**src/rtl/pwr_wake_pkg.sv**
```systemverilog
package pwr_wake_pkg;
  localparam int DATA_W     = 32;
  localparam int DBC_CNT_W  = 16;
  localparam int DBC_SEL_W  = 3;
  localparam logic [7:0] SHDN_KEY = 8'hA5;

  // word indices on the register bus
  localparam logic [1:0] IDX_CMD  = 2'd0;
  localparam logic [1:0] IDX_MODE = 2'd1;
  localparam logic [1:0] IDX_STAT = 2'd2;
  localparam logic [1:0] IDX_WIN  = 2'd3;

  // field positions
  localparam int MODE_DBC_LSB = 24;
  localparam int MODE_RTC_BIT = 17;
  localparam int MODE_RTT_BIT = 16;
  localparam int STAT_RTC_BIT = 5;
  localparam int STAT_RTT_BIT = 4;
  localparam int STAT_PIN_LSB = 16;
  localparam int WIN_POL_LSB  = 16;

  // debounce hold count for a selector value
  function automatic logic [DBC_CNT_W-1:0] dbc_limit(input logic [DBC_SEL_W-1:0] sel);
    logic [DBC_CNT_W-1:0] lim;
    case (sel)
      3'd0:    lim = 16'd0;
      3'd1:    lim = 16'd3;
      3'd2:    lim = 16'd32;
      3'd3:    lim = 16'd512;
      3'd4:    lim = 16'd4096;
      default: lim = 16'd32768;
    endcase
    return lim;
  endfunction

  // a shutdown word is valid when key matches and the command bit is set
  function automatic logic cmd_is_shutdown(input logic [DATA_W-1:0] w);
    return (w[31:24] == SHDN_KEY) && w[0];
  endfunction
endpackage

```
**src/rtl/pwr_wake_debounce.sv**
```systemverilog
module pwr_wake_debounce
  import pwr_wake_pkg::*;
#(
  parameter int SYNC_STAGES = 2
) (
  input  logic                 clk,
  input  logic                 rst_n,
  input  logic                 pin_raw,
  input  logic                 enable,
  input  logic                 polarity,
  input  logic [DBC_CNT_W-1:0] limit,
  output logic                 active_o,
  output logic                 qual_o
);
  logic [SYNC_STAGES-1:0] sync_q;
  logic                   pin_s;
  logic [DBC_CNT_W-1:0]   hold_cnt;

  always_ff @(posedge clk or negedge rst_n) begin
    if (!rst_n) sync_q <= '0;
    else        sync_q <= {sync_q[SYNC_STAGES-2:0], pin_raw};
  end

  assign pin_s    = sync_q[SYNC_STAGES-1];
  assign active_o = enable && (pin_s == polarity);

  // counts consecutive active cycles already seen, saturating at limit
  always_ff @(posedge clk or negedge rst_n) begin
    if (!rst_n)               hold_cnt <= '0;
    else if (!active_o)       hold_cnt <= '0;
    else if (hold_cnt < limit) hold_cnt <= hold_cnt + 1'b1;
  end

  assign qual_o = active_o && (hold_cnt >= limit);

  // a qualified event with nonzero hold count needs a prior active cycle
  assert_hold_before_qual_R4: assert property (@(posedge clk) disable iff (!rst_n)
    (qual_o && limit != '0) |-> $past(active_o));
endmodule

```
**src/rtl/pwr_wake_regs.sv**
```systemverilog
module pwr_wake_regs
  import pwr_wake_pkg::*;
#(
  parameter int NUM_PINS = 16
) (
  input  logic                 clk,
  input  logic                 rst_n,
  input  logic                 bus_sel,
  input  logic                 bus_wr,
  input  logic [1:0]           bus_addr,
  input  logic [DATA_W-1:0]    bus_wdata,
  input  logic [DATA_W-1:0]    status_i,
  output logic [DATA_W-1:0]    bus_rdata,
  output logic [DBC_SEL_W-1:0] dbc_sel,
  output logic                 rtc_en,
  output logic                 rtt_en,
  output logic [NUM_PINS-1:0]  pin_en,
  output logic [NUM_PINS-1:0]  pin_pol,
  output logic                 shdn_req,
  output logic                 stat_rd
);
  logic wr_mode, wr_win;

  assign wr_mode  = bus_sel && bus_wr && (bus_addr == IDX_MODE);
  assign wr_win   = bus_sel && bus_wr && (bus_addr == IDX_WIN);
  assign shdn_req = bus_sel && bus_wr && (bus_addr == IDX_CMD) && cmd_is_shutdown(bus_wdata);
  assign stat_rd  = bus_sel && !bus_wr && (bus_addr == IDX_STAT);

  always_ff @(posedge clk or negedge rst_n) begin
    if (!rst_n) begin
      dbc_sel <= '0;
      rtc_en  <= 1'b0;
      rtt_en  <= 1'b0;
    end else if (wr_mode) begin
      dbc_sel <= bus_wdata[MODE_DBC_LSB +: DBC_SEL_W];
      rtc_en  <= bus_wdata[MODE_RTC_BIT];
      rtt_en  <= bus_wdata[MODE_RTT_BIT];
    end
  end

  always_ff @(posedge clk or negedge rst_n) begin
    if (!rst_n) begin
      pin_en  <= '0;
      pin_pol <= '0;
    end else if (wr_win) begin
      pin_en  <= bus_wdata[NUM_PINS-1:0];
      pin_pol <= bus_wdata[WIN_POL_LSB +: NUM_PINS];
    end
  end

  always_comb begin
    bus_rdata = '0;
    case (bus_addr)
      IDX_MODE: begin
        bus_rdata[MODE_DBC_LSB +: DBC_SEL_W] = dbc_sel;
        bus_rdata[MODE_RTC_BIT]              = rtc_en;
        bus_rdata[MODE_RTT_BIT]              = rtt_en;
      end
      IDX_STAT: bus_rdata = status_i;
      IDX_WIN: begin
        bus_rdata[NUM_PINS-1:0]            = pin_en;
        bus_rdata[WIN_POL_LSB +: NUM_PINS] = pin_pol;
      end
      default: bus_rdata = '0;
    endcase
  end
endmodule

```
**src/rtl/pwr_wake_seq.sv**
```systemverilog
module pwr_wake_seq
  import pwr_wake_pkg::*;
#(
  parameter int NUM_PINS = 16
) (
  input  logic                clk,
  input  logic                rst_n,
  input  logic                shdn_req,
  input  logic                stat_rd,
  input  logic [NUM_PINS-1:0] pin_qual,
  input  logic                rtc_wake,
  input  logic                rtt_wake,
  output logic [DATA_W-1:0]   status_o,
  output logic                supply_en_n
);
  logic              powered;
  logic              pending;
  logic              wake_now;
  logic [DATA_W-1:0] wake_vec;

  assign pending  = (|pin_qual) || rtc_wake || rtt_wake;
  assign wake_now = !powered && pending;

  always_comb begin
    wake_vec = '0;
    wake_vec[STAT_PIN_LSB +: NUM_PINS] = pin_qual;
    wake_vec[STAT_RTC_BIT]             = rtc_wake;
    wake_vec[STAT_RTT_BIT]             = rtt_wake;
  end

  always_ff @(posedge clk or negedge rst_n) begin
    if (!rst_n)                      powered <= 1'b1;
    else if (powered)                powered <= !(shdn_req && !pending);
    else if (pending)                powered <= 1'b1;
  end

  // a wake capture wins over a clearing read in the same cycle
  always_ff @(posedge clk or negedge rst_n) begin
    if (!rst_n)        status_o <= '0;
    else if (wake_now) status_o <= status_o | wake_vec;
    else if (stat_rd)  status_o <= '0;
  end

  assign supply_en_n = !powered;

  assert_wake_sets_status_R6: assert property (@(posedge clk) disable iff (!rst_n)
    $fell(supply_en_n) |-> (status_o != '0));

  assert_read_clears_R7: assert property (@(posedge clk) disable iff (!rst_n)
    (stat_rd && !wake_now) |=> (status_o == '0));

  assert_pending_blocks_shdn_R8: assert property (@(posedge clk) disable iff (!rst_n)
    (shdn_req && pending && powered) |=> !supply_en_n);

  assert_idle_stays_off_R9: assert property (@(posedge clk) disable iff (!rst_n)
    (supply_en_n && !pending) |=> supply_en_n);
endmodule

```
**src/rtl/pwr_wake_ctrl.sv**
```systemverilog
module pwr_wake_ctrl
  import pwr_wake_pkg::*;
#(
  parameter int NUM_PINS    = 16,
  parameter int SYNC_STAGES = 2
) (
  input  logic                clk,
  input  logic                rst_n,
  input  logic                bus_sel,
  input  logic                bus_wr,
  input  logic [1:0]          bus_addr,
  input  logic [DATA_W-1:0]   bus_wdata,
  output logic [DATA_W-1:0]   bus_rdata,
  input  logic [NUM_PINS-1:0] wake_pin,
  input  logic                rtc_alarm,
  input  logic                rtt_alarm,
  output logic                supply_en_n
);
  logic [DBC_SEL_W-1:0] dbc_sel;
  logic [DBC_CNT_W-1:0] dbc_lim;
  logic                 rtc_en, rtt_en;
  logic [NUM_PINS-1:0]  pin_en, pin_pol, pin_act, pin_qual;
  logic                 shdn_req, stat_rd;
  logic [DATA_W-1:0]    status;
  logic                 rtc_wake, rtt_wake;

  pwr_wake_regs #(.NUM_PINS(NUM_PINS)) u_regs (
    .clk(clk), .rst_n(rst_n),
    .bus_sel(bus_sel), .bus_wr(bus_wr), .bus_addr(bus_addr), .bus_wdata(bus_wdata),
    .status_i(status), .bus_rdata(bus_rdata),
    .dbc_sel(dbc_sel), .rtc_en(rtc_en), .rtt_en(rtt_en),
    .pin_en(pin_en), .pin_pol(pin_pol),
    .shdn_req(shdn_req), .stat_rd(stat_rd)
  );

  assign dbc_lim = dbc_limit(dbc_sel);

  for (genvar i = 0; i < NUM_PINS; i++) begin : g_pin
    pwr_wake_debounce #(.SYNC_STAGES(SYNC_STAGES)) u_dbc (
      .clk(clk), .rst_n(rst_n),
      .pin_raw(wake_pin[i]), .enable(pin_en[i]), .polarity(pin_pol[i]),
      .limit(dbc_lim), .active_o(pin_act[i]), .qual_o(pin_qual[i])
    );
  end

  assign rtc_wake = rtc_en && rtc_alarm;
  assign rtt_wake = rtt_en && rtt_alarm;

  pwr_wake_seq #(.NUM_PINS(NUM_PINS)) u_seq (
    .clk(clk), .rst_n(rst_n),
    .shdn_req(shdn_req), .stat_rd(stat_rd),
    .pin_qual(pin_qual), .rtc_wake(rtc_wake), .rtt_wake(rtt_wake),
    .status_o(status), .supply_en_n(supply_en_n)
  );

  // a command write with a wrong key keeps power on
  assert_bad_key_ignored_R2: assert property (@(posedge clk) disable iff (!rst_n)
    (bus_sel && bus_wr && bus_addr == IDX_CMD && bus_wdata[31:24] != SHDN_KEY && !supply_en_n)
    |=> !supply_en_n);

  // an enabled RTC alarm while off restores power at once
  assert_rtc_wakes_R5: assert property (@(posedge clk) disable iff (!rst_n)
    (supply_en_n && rtc_en && rtc_alarm) |=> !supply_en_n);

  // a pin counted as active must be enabled
  assert_active_needs_enable_R3: assert property (@(posedge clk) disable iff (!rst_n)
    (|(pin_act & ~pin_en)) == 1'b0);
endmodule

```
**config.mk**
```make
export PLATFORM = sky130hd
export DESIGN_NAME = pwr_wake_ctrl
export DESIGN_NICKNAME = d
export VERILOG_FILES = /design/src/rtl/pwr_wake_pkg.sv /design/src/rtl/pwr_wake_debounce.sv /design/src/rtl/pwr_wake_regs.sv /design/src/rtl/pwr_wake_seq.sv /design/src/rtl/pwr_wake_ctrl.sv
export SDC_FILE = /design/constraint.sdc
export NUM_CORES = 1
export LEC_CHECK = 0
export BUFFER_PORTS_ARGS = -buffer_cell sky130_fd_sc_hd__buf_2
export CAP_MARGIN = 0
export CORE_ASPECT_RATIO = 0.5
export CORE_MARGIN = 2
export CORE_UTILIZATION = 64
export CTS_CLUSTER_SIZE = 25
export DETAILED_ROUTE_END_ITERATION = 16
export PLACE_DENSITY_LB_ADDON = 0.12
export SYNTH_ARGS = -nofsm -noshare
export SYNTH_HDL_FRONTEND = slang
export SYNTH_HIERARCHICAL = 1
export SYNTH_SLANG_ARGS = --single-unit
export TNS_END_PERCENT = 1
```
**constraint.sdc**
```tcl
create_clock -name clk -period 6.81 [get_ports clk]
set_input_delay 1.362 -clock clk [delete_from_list [all_inputs] [get_ports clk]]
set_output_delay 1.362 -clock clk [all_outputs]
set_load 0.02 [all_outputs]
```
-- Yosys cells after proc, flatten, opt, wreduce, memory -nomap -nowiden
Cells that the tools add are included.
- output and inout port bits: 33
- logic and storage cells: 224
- register bits: 358
- input port bits: 56
- mux-type cells: 42
- bitwise gates (word level): 1
- magnitude comparators: 32
- add/sub/neg operators: 16
- equality and inequality tests: 40
- reductions and logical operators: 54
- operator list (kind ; count):
    $mux W16 ; 32
    $add A16 B1 Y16 const B ; 16
    $ge A16 B16 Y1 ; 16
    $lt A16 B16 Y1 ; 16
    $pmux W16 S5 ; 1
    $mux W32 ; 2
    $logic_and A1 B1 Y1 ; 44
    $ne A2 B2 Y1 const B ; 16
    $or A32 B32 Y32 ; 1
    $pmux W16 S2 ; 1
    $eq A1 B1 Y1 ; 16
    $reduce_or A16 Y1 ; 1
    $pmux W6 S2 ; 1
    $pmux W5 S2 ; 1
    $pmux W3 S3 ; 1
    $eq A8 B8 Y1 const B ; 1
    $eq A3 B2 Y1 const B ; 2
    $pmux W2 S3 ; 1
    $eq A2 B2 Y1 const B ; 2
    $logic_not A1 Y1 ; 4
    $eq A3 B1 Y1 const B ; 1
    $eq A3 B3 Y1 const B ; 1
    $logic_not A3 Y1 ; 1
    $eq A2 B1 Y1 const B ; 1
    4 further kinds ; 6

-- Longest topological paths before layout
- word-level depth: 11
- depth in mapped cells: 15
- mapped depth without buffers: 13

-- By module
Netlist, hierarchy kept.
- modules (own cells, without submodules) (module ; cells an instance ; instances ; seq. area each (um2) ; area an instance (um2)):
    pwr_wake_debounce at g_pin[0].u_dbc ... ; 154 ; 15 ; 450.4 ; 1310.0
    pwr_wake_regs ; 158 ; 1 ; 925.9 ; 2016.9
    pwr_wake_debounce at g_pin[4].u_dbc ; 156 ; 1 ; 450.4 ; 1345.0
    pwr_wake_seq ; 109 ; 1 ; 476.7 ; 972.2
    pwr_wake_ctrl ; 8 ; 1 ; 0.0 ; 56.3

-- Least setup slack after synthesis
Ideal clock, no wire load.
- kind: reg-to-reg
- start: reg u_regs.dbc_sel[2]
- end: reg u_seq.status_o[18]
- period minus slack after synthesis: 4.719 ns
- data required time: 6.678 ns
- cell stages (with the launch flop): 16
- slack: 2.091 ns
- library setup time: 0.132 ns
- arrival: 4.586 ns
- path buffers: 2
- cells stage by stage: dfrtp_1 -> nor3b_1 -> inv_1 -> ha_1 -> nand2b_1 -> a21oi_1 -> o21ai_0 -> nand3_2 -> buf_4 -> buf_6 -> a21oi_1 -> nor2_1 -> nor4_1 -> nand3_1 -> o21ai_4 -> a21oi_1
- longest elaborated chain between the ends: 9
- elaborated cells between the ends (all ways): 45
- those cells by class: order compare (16); eq/ne (4); mux (2); bitwise (1); reduce/logical (22)
- ends and longest elaborated chain (element ; line ; text):
    start: declaration ; pwr_wake_regs.sv:14 ; output logic [DBC_SEL_W-1:0] dbc_sel,
    start signal: assignment ; pwr_wake_regs.sv:35 ; dbc_sel <= bus_wdata[MODE_DBC_LSB +: DBC_SEL_W];
    $eq A3 B3 Y1, or another cell as far along ; pwr_wake_pkg.sv:25 ; case (sel)
    $pmux W16 S5 (*) ; pwr_wake_pkg.sv:25 ;
    via dbc_lim[0] ; pwr_wake_ctrl.sv:20 ; logic [DBC_CNT_W-1:0] dbc_lim;
    $ge A16 B16 Y1 (*) ; pwr_wake_debounce.sv:34 ; assign qual_o = active_o && (hold_cnt >= limit);
    $logic_and A1 B1 Y1 (*) ; pwr_wake_debounce.sv:34 ;
    via pin_qual[4] ; pwr_wake_ctrl.sv:22 ; logic [NUM_PINS-1:0] pin_en, pin_pol, pin_act, pin_qual;
    $reduce_or A16 Y1 (*) ; pwr_wake_seq.sv:21 ; assign pending = (|pin_qual) || rtc_wake || rtt_wake;
    $logic_or A1 B1 Y1 (*) (2 in a row) ; pwr_wake_seq.sv:21 ;
    $logic_and A1 B1 Y1 (*) ; pwr_wake_seq.sv:22 ; assign wake_now = !powered && pending;
    $mux W32 or $reduce_bool A2 Y1 (tied branches) ; n/a ;
    end signal: assignment ; pwr_wake_seq.sv:40 ; else if (wake_now) status_o <= status_o | wake_vec;
    end: declaration ; pwr_wake_seq.sv:13 ; output logic [DATA_W-1:0] status_o,
The timed path passes the listed nets; every way through them passes the cells marked *.
A chain may end at the register's enable or synchronous reset.

-- Worst setup path after layout
- start: reg u_regs.dbc_sel[0]
- end: reg u_seq.status_o[30]
Same word-level chain as after synthesis.

==> run_results.csv <==
group,metric,value,unit
pwr,switching_share,29.9,%
timing,setup_violations,0,
synth,synth_top_cell_area_share,35.7,%
placement,place.gp.congestion,0.872,
layout,utilization,70.9,%
drt,final_antenna_net_count,0,
cts,clockBufferDepth,3,
synth,ys_top_cells_by_area,"dfrtp_1, ha_1, a21oi_1",
layout,nets,3285,
critical_path,critPathMaxStageDelay,880,ps
pwr,peakVddDrop,0.000165,V
placement,postPlaceCellArea,25200,µm²
cts,htree_num_levels,2,
critical_path,path_buf_inv,3,
min_path,hold_path_class,"flop to flop",
synth,netlist_instances,2741,
synth,ys_ff_latch,344,
drt,wl_per_cell,15.9,µm
cts,post_cts_resized,0,
drt,vias,20300,
timing,setup_tns,0,ps
layout,n_antenna_cell,0,
die,fp.dieW,278,µm
placement,port_buffers,88,
synth,syn_area,24000,µm²
drt,wl,55300,µm
critical_path,cp_top_family,"simple AND/OR/NAND/NOR gates",
pwr,intPower,3.62,mW
cts,numCtsBuffers,35,
global_route,grt_pass1_vias,19100,
cts,cts.clk_slew.worst_paths,60,ps
cts,cts_tree,"yes",
global_route,grt_pass1_wl,93200,µm
pwr,pwr-share-comb,17.9,%
global_route,antenna_found_initial,0,
flow_run,cap_violations,0,
global_route,grt_start_max_net_pins,141,
synth,synth_edf_count,0,
critical_path,crit_chain,"nor3b_2 > buf_4 > inv_1 > ha_1 > nand4_1 > inv_1 > a22oi_2 > nand3_2 > a21oi_1 > nor2_1 > nor4_1 > nand2_1 > nor2_2 > o21ai_0",
die,rows,50,
critical_path,critPathMaxFanout,29,
synth,synth_cell_types,55,
cts,postCtsHoldBufs,0,
cts,insertion_delay,540,ps
timing,slew_headroom,30.6,%
synth,synth_common_cells,"dfrtp_1, inv_1, a21oi_1",
pwr,seqPwrFrac,43.5,%
critical_path,worstPathArrival,4900,ps
timing,rsz0062_at_grt,"no",
drt,drt-initial-drc-count,1436,
drt,viasPerCell,5.84,
critical_path,cp-end-kind,"flop",
placement,dp_hpwl,39000,µm
timing,fin_crit_sh,66.4,%
pwr,switchingPower,1.55,mW
layout,fill_cells,2924,
layout,stdcell_area,26400,µm²
critical_path,cp-start-kind,"flop",
die,start_util,64.6,%
drt,first_pass_iters,5,
critical_path,cp_slowest_cell,"nor3b_2",
synth,synth_most_common_cell,"dfrtp_1",
synth,yosysWarningCount,6,
pwr,p_leak,11.6,nW
cts,cts_root_buf,"clkbuf_16",
timing,finalHoldViolations,0,
synth,synth.avg_cell_area,8.77,µm²
timing,slew_viol_final,0,
global_route,grt.total_usage,28.6,%
critical_path,crit_required,7190,ps
pwr,power.share.clock,38.6,%
outcome,outcome,"finished clean",
critical_path,path_common_cell,"inv_1",
synth,seq_area_frac_synth,35.8,%
die,io_pins,89,
layout,multi_input_area,14200,µm²
synth,synth_ff_type,"dfrtp_1",
synth,async_reset_ff_share,100,%
global_route,grt_overflow,0,
critical_path,crit_type,"flop to flop",
timing,max_freq,0.221,GHz
die,die_area,39200,µm²
cts,postCtsSetupBuffers,0,
cts,cts.sinks,344,
layout,area_growth,9.81,%
timing,fin_skew,28.0,ps
timing,worstMarginPinSlew,1040,ps
pwr,cellPowerDensity,196,nW/µm²
die,die-height,141,µm
drt,drc,0,
die,core-area,37200,µm²
layout,drive_gt1_share,7.85,%
layout,seq_area,8610,µm²
synth,yosysTopAreaCell,"dfrtp_1",
timing,fin_crit,4520,ps
[kinds of logic (layout without fill, tap and decap cells)]
logic type | after synthesis | in the layout | synth area share (%)
adder cells (fa/ha/maj) | 272 | 272 | 14.2
buffers and inverters | 428 | 496 | 7.81
other | 2 | 174 | 0.0312
AO/OA/AOI/OAI | 646 | 646 | 16.0
flip-flops | 344 | 344 | 35.8
multiplexers | 84 | 84 | 3.72
XOR/XNOR | 47 | 47 | 1.71
AND/OR/NAND/NOR | 918 | 918 | 20.7
[placed cells by master, fill, tap and decap left out, types with 16 or more instances in the layout]
master,count
conb_1,174
nand4_1,81
and2_1,18
mux2i_1,42
o21a_1,18
a21o_1,16
clkbuf_16,37
or4_1,124
mux2_2,40
o211ai_1,17
nand3_2,17
inv_1,336
dfrtp_1,343
buf_2,87
o31ai_1,108
nor4_1,35
ha_1,272
xnor2_1,47
a21oi_1,321
nor2_1,122
nand2_1,217
or3_1,70
o21ai_0,96
nand3_1,141
nand2b_1,26
o21ai_1,30
nor2b_1,36
[sequential cells by signal, indices dropped and copies added (netlist names)]
| register | count |
|---|---|
| u_regs/pin_en | 16 |
| u_seq/status_o | 18 |
| u_seq/powered | 1 |
| u_regs/dbc_sel | 3 |
| g_pin.u_dbc/sync_q | 32 |
| u_regs/pin_pol | 16 |
| u_regs/rtt_en | 1 |
| g_pin.u_dbc/hold_cnt | 256 |
| u_regs/rtc_en | 1 |
[power by group through the flow]
| stage | logic (mW) | registers (mW) | clock network (mW) |
|---|---|---|---|
| CTS | 0.924 | 2.25 | 2.03 |
| detailed placement | 0.913 | 2.28 | 0 |
| finish | 0.925 | 2.25 | 1.99 |
| floorplan | 0.646 | 2.25 | 0 |
| global route | 1.05 | 2.26 | 2.13 |
| global placement | 0.883 | 2.28 | 0 |
[worst paths after layout]
check / to / startpoint / slack [ps] / cells past startpoint
max: u_seq/status_o[30] / u_regs/dbc_sel[0] / 2290 / 14
min: g_pin[2].u_dbc/sync_q[1] / g_pin[2].u_dbc/sync_q[0] / 350 / 0
max reg2reg: u_seq/status_o[30] / u_regs/dbc_sel[0] / 2290 / 14
min reg2reg: g_pin[2].u_dbc/sync_q[1] / g_pin[2].u_dbc/sync_q[0] / 350 / 0
max in group asynchronous: g_pin[14].u_dbc/hold_cnt[4] / rst_n / 4680 / 2
min in group asynchronous: g_pin[4].u_dbc/hold_cnt[7] / rst_n / 770 / 1
[cell type report]
cell class / count / share of cell area, %
Multi-Input combinational cell: 2141 / 53.8
Tap cell: 494 / 2.34
Inverter: 337 / 4.79
Timing Repair Buffer: 98 / 2.04
Sequential cell: 344 / 32.6
Clock inverter: 5 / 0.294
Clock buffer: 56 / 4.08
[per-layer routing]
layer  routed length (µm)  vias to the layer above  GRT usage [%]  share of wire [%]
li1                     -                    10100              -                  -
met1                25800                     9697           39.6                 47
met2                25900                      392           47.6                 47
met3                 2350                       67           3.56                4.3
met4                 1180                        0           7.88                2.1
met5                    0                        -              0                  0
[per-stage QoR]
step,hold WS (ps),std cells,power (mW),worst slack (ps)
2_1_floorplan,331,2913,2.89,2090
3_3_place_gp,333,3414,3.16,2420
3_5_place_dp,336,3414,3.20,2340
4_1_cts,350,3475,5.21,2320
5_1_grt,352,3475,5.44,1930
6_report,349,3475,5.17,2290
(Power assumes the default switching activity.)
